[src/rtl/reloc_guard_pkg.sv]
package reloc_guard_pkg;
  localparam int ADDR_W   = 18;
  localparam int WORD_W   = 60;
  localparam int CODE_W   = 3;
  localparam int CODE_LSB = 54;
  localparam int PA_LSB   = 30;
  localparam int OP_LSB   = 57;

  typedef enum logic [1:0] {
    KIND_FETCH  = 2'd0,
    KIND_BRANCH = 2'd1,
    KIND_READ   = 2'd2,
    KIND_WRITE  = 2'd3
  } ref_kind_e;

  localparam int BIT_ADDR  = 0;
  localparam int BIT_INF   = 1;
  localparam int BIT_INDEF = 2;
endpackage

[src/rtl/reloc_window.sv]
module reloc_window #(
  parameter int AW = 18
) (
  input  logic [AW-1:0] rel_addr,
  input  logic [AW-1:0] base,
  input  logic [AW-1:0] len,
  output logic [AW-1:0] abs_out,
  output logic          outside
);
  always_comb begin
    abs_out = rel_addr + base;
    outside = (rel_addr >= len);
  end
endmodule

[src/rtl/fault_accum.sv]
module fault_accum #(
  parameter int CW = 3
) (
  input  logic          clk,
  input  logic          rst_n,
  input  logic          clear,
  input  logic          running,
  input  logic [CW-1:0] events,
  input  logic [CW-1:0] select,
  output logic          hit,
  output logic [CW-1:0] code_now
);
  logic [CW-1:0] sticky_q;
  logic [CW-1:0] live;

  always_comb begin
    live     = running ? events : '0;
    code_now = sticky_q | live;
    hit      = running && !clear && ((live & select) != '0);
  end

  always_ff @(posedge clk) begin
    if (!rst_n || clear) sticky_q <= '0;
    else                 sticky_q <= code_now;
  end
endmodule

[src/rtl/stop_ctl.sv]
module stop_ctl
  import reloc_guard_pkg::*;
#(
  parameter int AW = ADDR_W,
  parameter int WW = WORD_W,
  parameter int CW = CODE_W
) (
  input  logic          clk,
  input  logic          rst_n,
  input  logic          clear,
  input  logic          hit,
  input  logic [CW-1:0] code,
  input  logic [AW-1:0] base,
  input  logic [AW-1:0] pc,
  output logic          halted,
  output logic          stop_pulse,
  output logic          wb_valid,
  output logic [AW-1:0] wb_addr,
  output logic [WW-1:0] wb_word
);
  logic [WW-1:0] word_d;

  always_comb begin
    word_d = '0;
    word_d[CODE_LSB +: CW] = code;
    word_d[PA_LSB +: AW]   = pc;
  end

  always_ff @(posedge clk) begin
    if (!rst_n) begin
      halted     <= 1'b0;
      stop_pulse <= 1'b0;
      wb_valid   <= 1'b0;
      wb_addr    <= '0;
      wb_word    <= '0;
    end else begin
      stop_pulse <= hit;
      wb_valid   <= hit;
      if (clear)    halted <= 1'b0;
      else if (hit) halted <= 1'b1;
      if (hit) begin
        wb_addr <= base;
        wb_word <= word_d;
      end
    end
  end
endmodule

[src/rtl/reloc_guard.sv]
module reloc_guard
  import reloc_guard_pkg::*;
(
  input  logic                clk,
  input  logic                rst_n,
  input  logic                ref_valid,
  output logic                ref_ready,
  input  logic [ADDR_W-1:0]   ref_addr,
  input  logic [1:0]          ref_kind,
  input  logic [ADDR_W-1:0]   base_addr,
  input  logic [ADDR_W-1:0]   field_len,
  input  logic [CODE_W-1:0]   exit_sel,
  input  logic                inf_flag,
  input  logic                indef_flag,
  input  logic [ADDR_W-1:0]   prog_addr,
  input  logic                xj_clear,
  output logic [ADDR_W-1:0]   abs_addr,
  output logic [1:0]          abs_kind,
  output logic                abs_valid,
  output logic                range_err,
  output logic                stop_pulse,
  output logic                halted,
  output logic                wb_valid,
  output logic [ADDR_W-1:0]   wb_addr,
  output logic [WORD_W-1:0]   wb_word
);
  logic              accepted;
  logic [CODE_W-1:0] events;
  logic [CODE_W-1:0] code_now;
  logic              hit;

  reloc_window #(.AW(ADDR_W)) u_win (
    .rel_addr(ref_addr), .base(base_addr), .len(field_len),
    .abs_out(abs_addr), .outside(range_err)
  );

  always_comb begin
    ref_ready = !halted;
    accepted  = ref_valid && ref_ready;
    abs_valid = accepted && !range_err;
    abs_kind  = ref_kind;
    events            = '0;
    events[BIT_ADDR]  = accepted && range_err;
    events[BIT_INF]   = inf_flag;
    events[BIT_INDEF] = indef_flag;
  end

  fault_accum #(.CW(CODE_W)) u_acc (
    .clk(clk), .rst_n(rst_n), .clear(xj_clear), .running(!halted),
    .events(events), .select(exit_sel), .hit(hit), .code_now(code_now)
  );

  stop_ctl #(.AW(ADDR_W), .WW(WORD_W), .CW(CODE_W)) u_stop (
    .clk(clk), .rst_n(rst_n), .clear(xj_clear), .hit(hit), .code(code_now),
    .base(base_addr), .pc(prog_addr), .halted(halted), .stop_pulse(stop_pulse),
    .wb_valid(wb_valid), .wb_addr(wb_addr), .wb_word(wb_word)
  );
endmodule

[config.mk]
export PLATFORM = sky130hd
export DESIGN_NAME = reloc_guard
export DESIGN_NICKNAME = d
export VERILOG_FILES = /design/src/rtl/reloc_guard_pkg.sv /design/src/rtl/reloc_window.sv /design/src/rtl/fault_accum.sv /design/src/rtl/stop_ctl.sv /design/src/rtl/reloc_guard.sv
export SDC_FILE = /design/constraint.sdc
export NUM_CORES = 1
export LEC_CHECK = 0
export BUFFER_PORTS_ARGS = -buffer_cell sky130_fd_sc_hd__buf_2
export CAP_MARGIN = 20
export CELL_PAD_IN_SITES_DETAIL_PLACEMENT = 0
export CELL_PAD_IN_SITES_GLOBAL_PLACEMENT = 1
export CORE_ASPECT_RATIO = 0.75
export CORE_MARGIN = 2
export CORE_UTILIZATION = 33
export DETAILED_ROUTE_END_ITERATION = 12
export GPL_TIMING_DRIVEN = 0
export PLACE_DENSITY = 0.83
export SYNTH_ARGS = -nofsm -noshare
export SYNTH_HDL_FRONTEND = slang
export SYNTH_HIERARCHICAL = 1
export SYNTH_SLANG_ARGS = --single-unit
[constraint.sdc]
create_clock -name clk -period 3.4 [get_ports clk]
set_input_delay 0.68 -clock clk [delete_from_list [all_inputs] [get_ports clk]]
set_output_delay 0.68 -clock clk [all_outputs]
set_load 0.005 [all_outputs]
==> results.ini <==
[timing]
timing.max_slew.rel_slack=0.6708
fin_ws_ps=81.57
final_min_period_over_clock_period=0.9760
setup_repair_after_global_routing_missed_its_margin=false
finalWorstPathRequiredPeriod_ps=3318
worstMarginPinSlew_ps=488.7
achievable-frequency_mhz=301.3
finalMaxSlewViolations=0
worst_clock_skew_ps=6.201
timing_hold_violations_final=0
worst_hold_slack_ps=511.9
setup_violations=0

[critical_path]
critical_path_required_ps=2720
nature_of_the_critical_path_endpoint=output pin
cpMaxStageDelayCell=sky130_fd_sc_hd__fa_1
crit_chain=buf_2 > ha_1 > inv_1 > fa_1 > nor2b_2 > o2111ai_2 > nand3_2 > nand2_1 > o311a_1 > buf_2
critical-path-max-stage-delay_ps=430
critical_path_peak_fanout=4
criticalPathCategory=in2out
worst_path_most_repeated_cell=sky130_fd_sc_hd__buf_2
timing.critical_path.arrival_ps=2640
kind_of_start_point_of_the_critical_path=input port
register_to_register_path_depth=7

[synthesis]
ys.warnings.count=6
yosys_most_used_dff=sky130_fd_sc_hd__dfxtp_1
post_synth.cell_area_avg_um2=9.127
synth_area_um2=3560
synth_seq_cells=44
synth_edf_count=0
synth_seq_area_share=0.2475
synth_cell_types=59
ys_async_sr_fraction=0
synth_cells=390

[finish]
n_antenna_cell=0
multi_input_comb_area_um2=2333
area_growth_syn_to_layout_pct=36.17
area.sequential_um2=880.8
instances_no_fill=718
layout-drive-gt1-share=0.4003
mostFrequentLayoutCells=146 x sky130_fd_sc_hd__buf_2, 45 x sky130_fd_sc_hd__nor2b_1, 44 x sky130_fd_sc_hd__buf_4, 44 x sky130_fd_sc_hd__dfxtp_1, 40 x sky130_fd_sc_hd__mux2i_1
filler_cells=1057
finish.utilization=0.4656
layout.cells.most_common=sky130_fd_sc_hd__buf_2
design.final.nets=700

[placement]
globalplace.congestion=0.8266
post-place-cells=709
numPortBuffers=145
post-place-ws_ps=-475.2
hpwlAfterDp_um=7979

[grt]
grt_pass1_vias=3076
initial_antenna_violation_count=0
grt_start_max_net_pins=16
grt_first_pass_wirelength_um=14950
globalRouteTotalUtil=0.1607
global_route.overflow_total=0

[clock_network]
cts_tree=built
clock_tree.htree_level_count=2
clock_sink_count=44
clkLatencyLatePin_ps=280
cts_made_buffers=5
ctsLongestPathBuffers=2
clkTransAtPathRegs_ps=60
clock_tree.root_cell=sky130_fd_sc_hd__clkbuf_16

[die]
core.rowCount=32
start_util=0.3419
core_region_area_um2=10410
ioPinCount=187
die_h_um=93.95
dieArea_um2=11640
die_x_um=123.9

[power_and_ir_drop]
max-vdd-ir-drop_mv=0.2318
p_comb_frac=0.348
power_switching_w=0.0005165
design_power_total_w=0.001711
cellLeakagePower_nw=2.472
power_density_nw_per_um2=352.9
seq_power_share=0.328
power.clock.fraction=0.325
switching_share_of_total_power=0.3019
internal_power_w=0.001194

[route]
postRouteAntennaNets=0
drt_wl_total_um=9734
route.detailed.wl_per_inst_um=13.56
route.detailed.vias_per_inst=4.557
dr_wl_met2_um=4276
drtIter0Drc=231
drc_violations_left=0
route.top_layer_used=met4
drt_pre_antenna_iters=4
routed-wl-met3_um=749
dr_total_vias=3272
route.layer.met1.wl_um=4645

[min_path]
min-delay-path-class=reg2reg
min_delay_path_depth=2

[job]
drv_cap=0

[status]
outcome=finished clean

metrics by stage:
step	cell area [um2]	setup TNS, ps
after floorplan	3702	0
after global placement	4598	-17120
after detailed placement	4598	-18580
after CTS	4781	0
after global routing	4847	0
final	4847	0
synth_stat cells (4+ instances only):
master | n | share of area
sky130_fd_sc_hd__nand2_1 | 19 | 0.020
sky130_fd_sc_hd__a21o_1 | 8 | 0.017
sky130_fd_sc_hd__nor2_1 | 5 | 0.0053
sky130_fd_sc_hd__mux2i_1 | 40 | 0.11
sky130_fd_sc_hd__dfxtp_1 | 44 | 0.25
sky130_fd_sc_hd__buf_12 | 4 | 0.022
sky130_fd_sc_hd__a21oi_1 | 14 | 0.020
sky130_fd_sc_hd__ha_1 | 35 | 0.12
sky130_fd_sc_hd__clkbuf_1 | 4 | 0.0042
sky130_fd_sc_hd__nor2b_1 | 46 | 0.081
sky130_fd_sc_hd__o21ai_0 | 10 | 0.014
sky130_fd_sc_hd__xnor2_1 | 9 | 0.022
sky130_fd_sc_hd__nand3_1 | 5 | 0.0070
sky130_fd_sc_hd__nand4_1 | 5 | 0.0088
sky130_fd_sc_hd__o211ai_1 | 4 | 0.0084
sky130_fd_sc_hd__inv_1 | 28 | 0.030
sky130_fd_sc_hd__nand2b_1 | 4 | 0.0070
sky130_fd_sc_hd__buf_4 | 43 | 0.091
power groups by stage:
stage	sequential [W]	combinational, W	clock (W)
final	0.000561	0.000595	0.000556
after global placement	0.000571	0.000567	0
after detailed placement	0.000572	0.000573	0
after CTS	0.000561	0.000579	0.000572
after floorplan	0.000574	0.000368	0
after global routing	0.000564	0.000658	0.000598
state kept, by name, summed over array words and instances (netlist names):
name	flops
u_stop/wb_word	21
u_acc/sticky_q	3
u_stop/halted	1
u_stop/wb_valid	1
u_stop/wb_addr	18
final timing paths:
| check | end | slack, ps | startpoint |
|---|---|---|---|
| worst min-delay path | u_stop/wb_addr[11] | 510 | u_stop/wb_addr[11] |
| worst max register to register | u_stop/wb_word[36] | 1570 | u_stop/halted |
| worst max-delay path | abs_addr[12] | 80 | base_addr[0] |
| worst min register to register | u_stop/wb_addr[11] | 510 | u_stop/wb_addr[11] |
final cells by class:
type | instances | area share
clock buffers | 5 | 0.02581
clock inverters | 3 | 0.009551
well taps | 136 | 0.03511
repair buffers | 146 | 0.1513
plain buffers | 55 | 0.09344
inverters | 28 | 0.02168
flip-flops and latches | 44 | 0.1817
multi-input cells | 301 | 0.4814
what timing repair did:
item / 4_1_cts / 5_1_grt
endpoints found under the setup margin: 44 / 46
hold buffers: 0 / 0
resized for setup: 4 / 14
buffers inserted: 0 / 1
pin swaps: 0 / 4
critical path, delay by kind of cell:
kind	cells	cell delay, ps
adder cells (fa/ha/maj)	2	640
AO/OA/AOI/OAI	2	530
AND/OR/NAND/NOR	3	460
buffers and inverters	3	310
kinds of logic after synthesis:
family                   share of synthesized area
multiplexers                                0.1125
other                                     0.001053
adder cells (fa/ha/maj)                     0.1286
AND/OR/NAND/NOR                             0.1613
AO/OA/AOI/OAI                               0.1635
buffers and inverters                       0.1561
flip-flops                                  0.2475
XOR/XNOR                                   0.02953
metal layers:
metal	up-vias	track usage
met1	1471	0.2255
met4	0	0.02715
met2	122	0.2560
li1	1673	-
met3	6	0.03459
met5	-	0
Note: power is estimated with default switching activity, not from simulation.
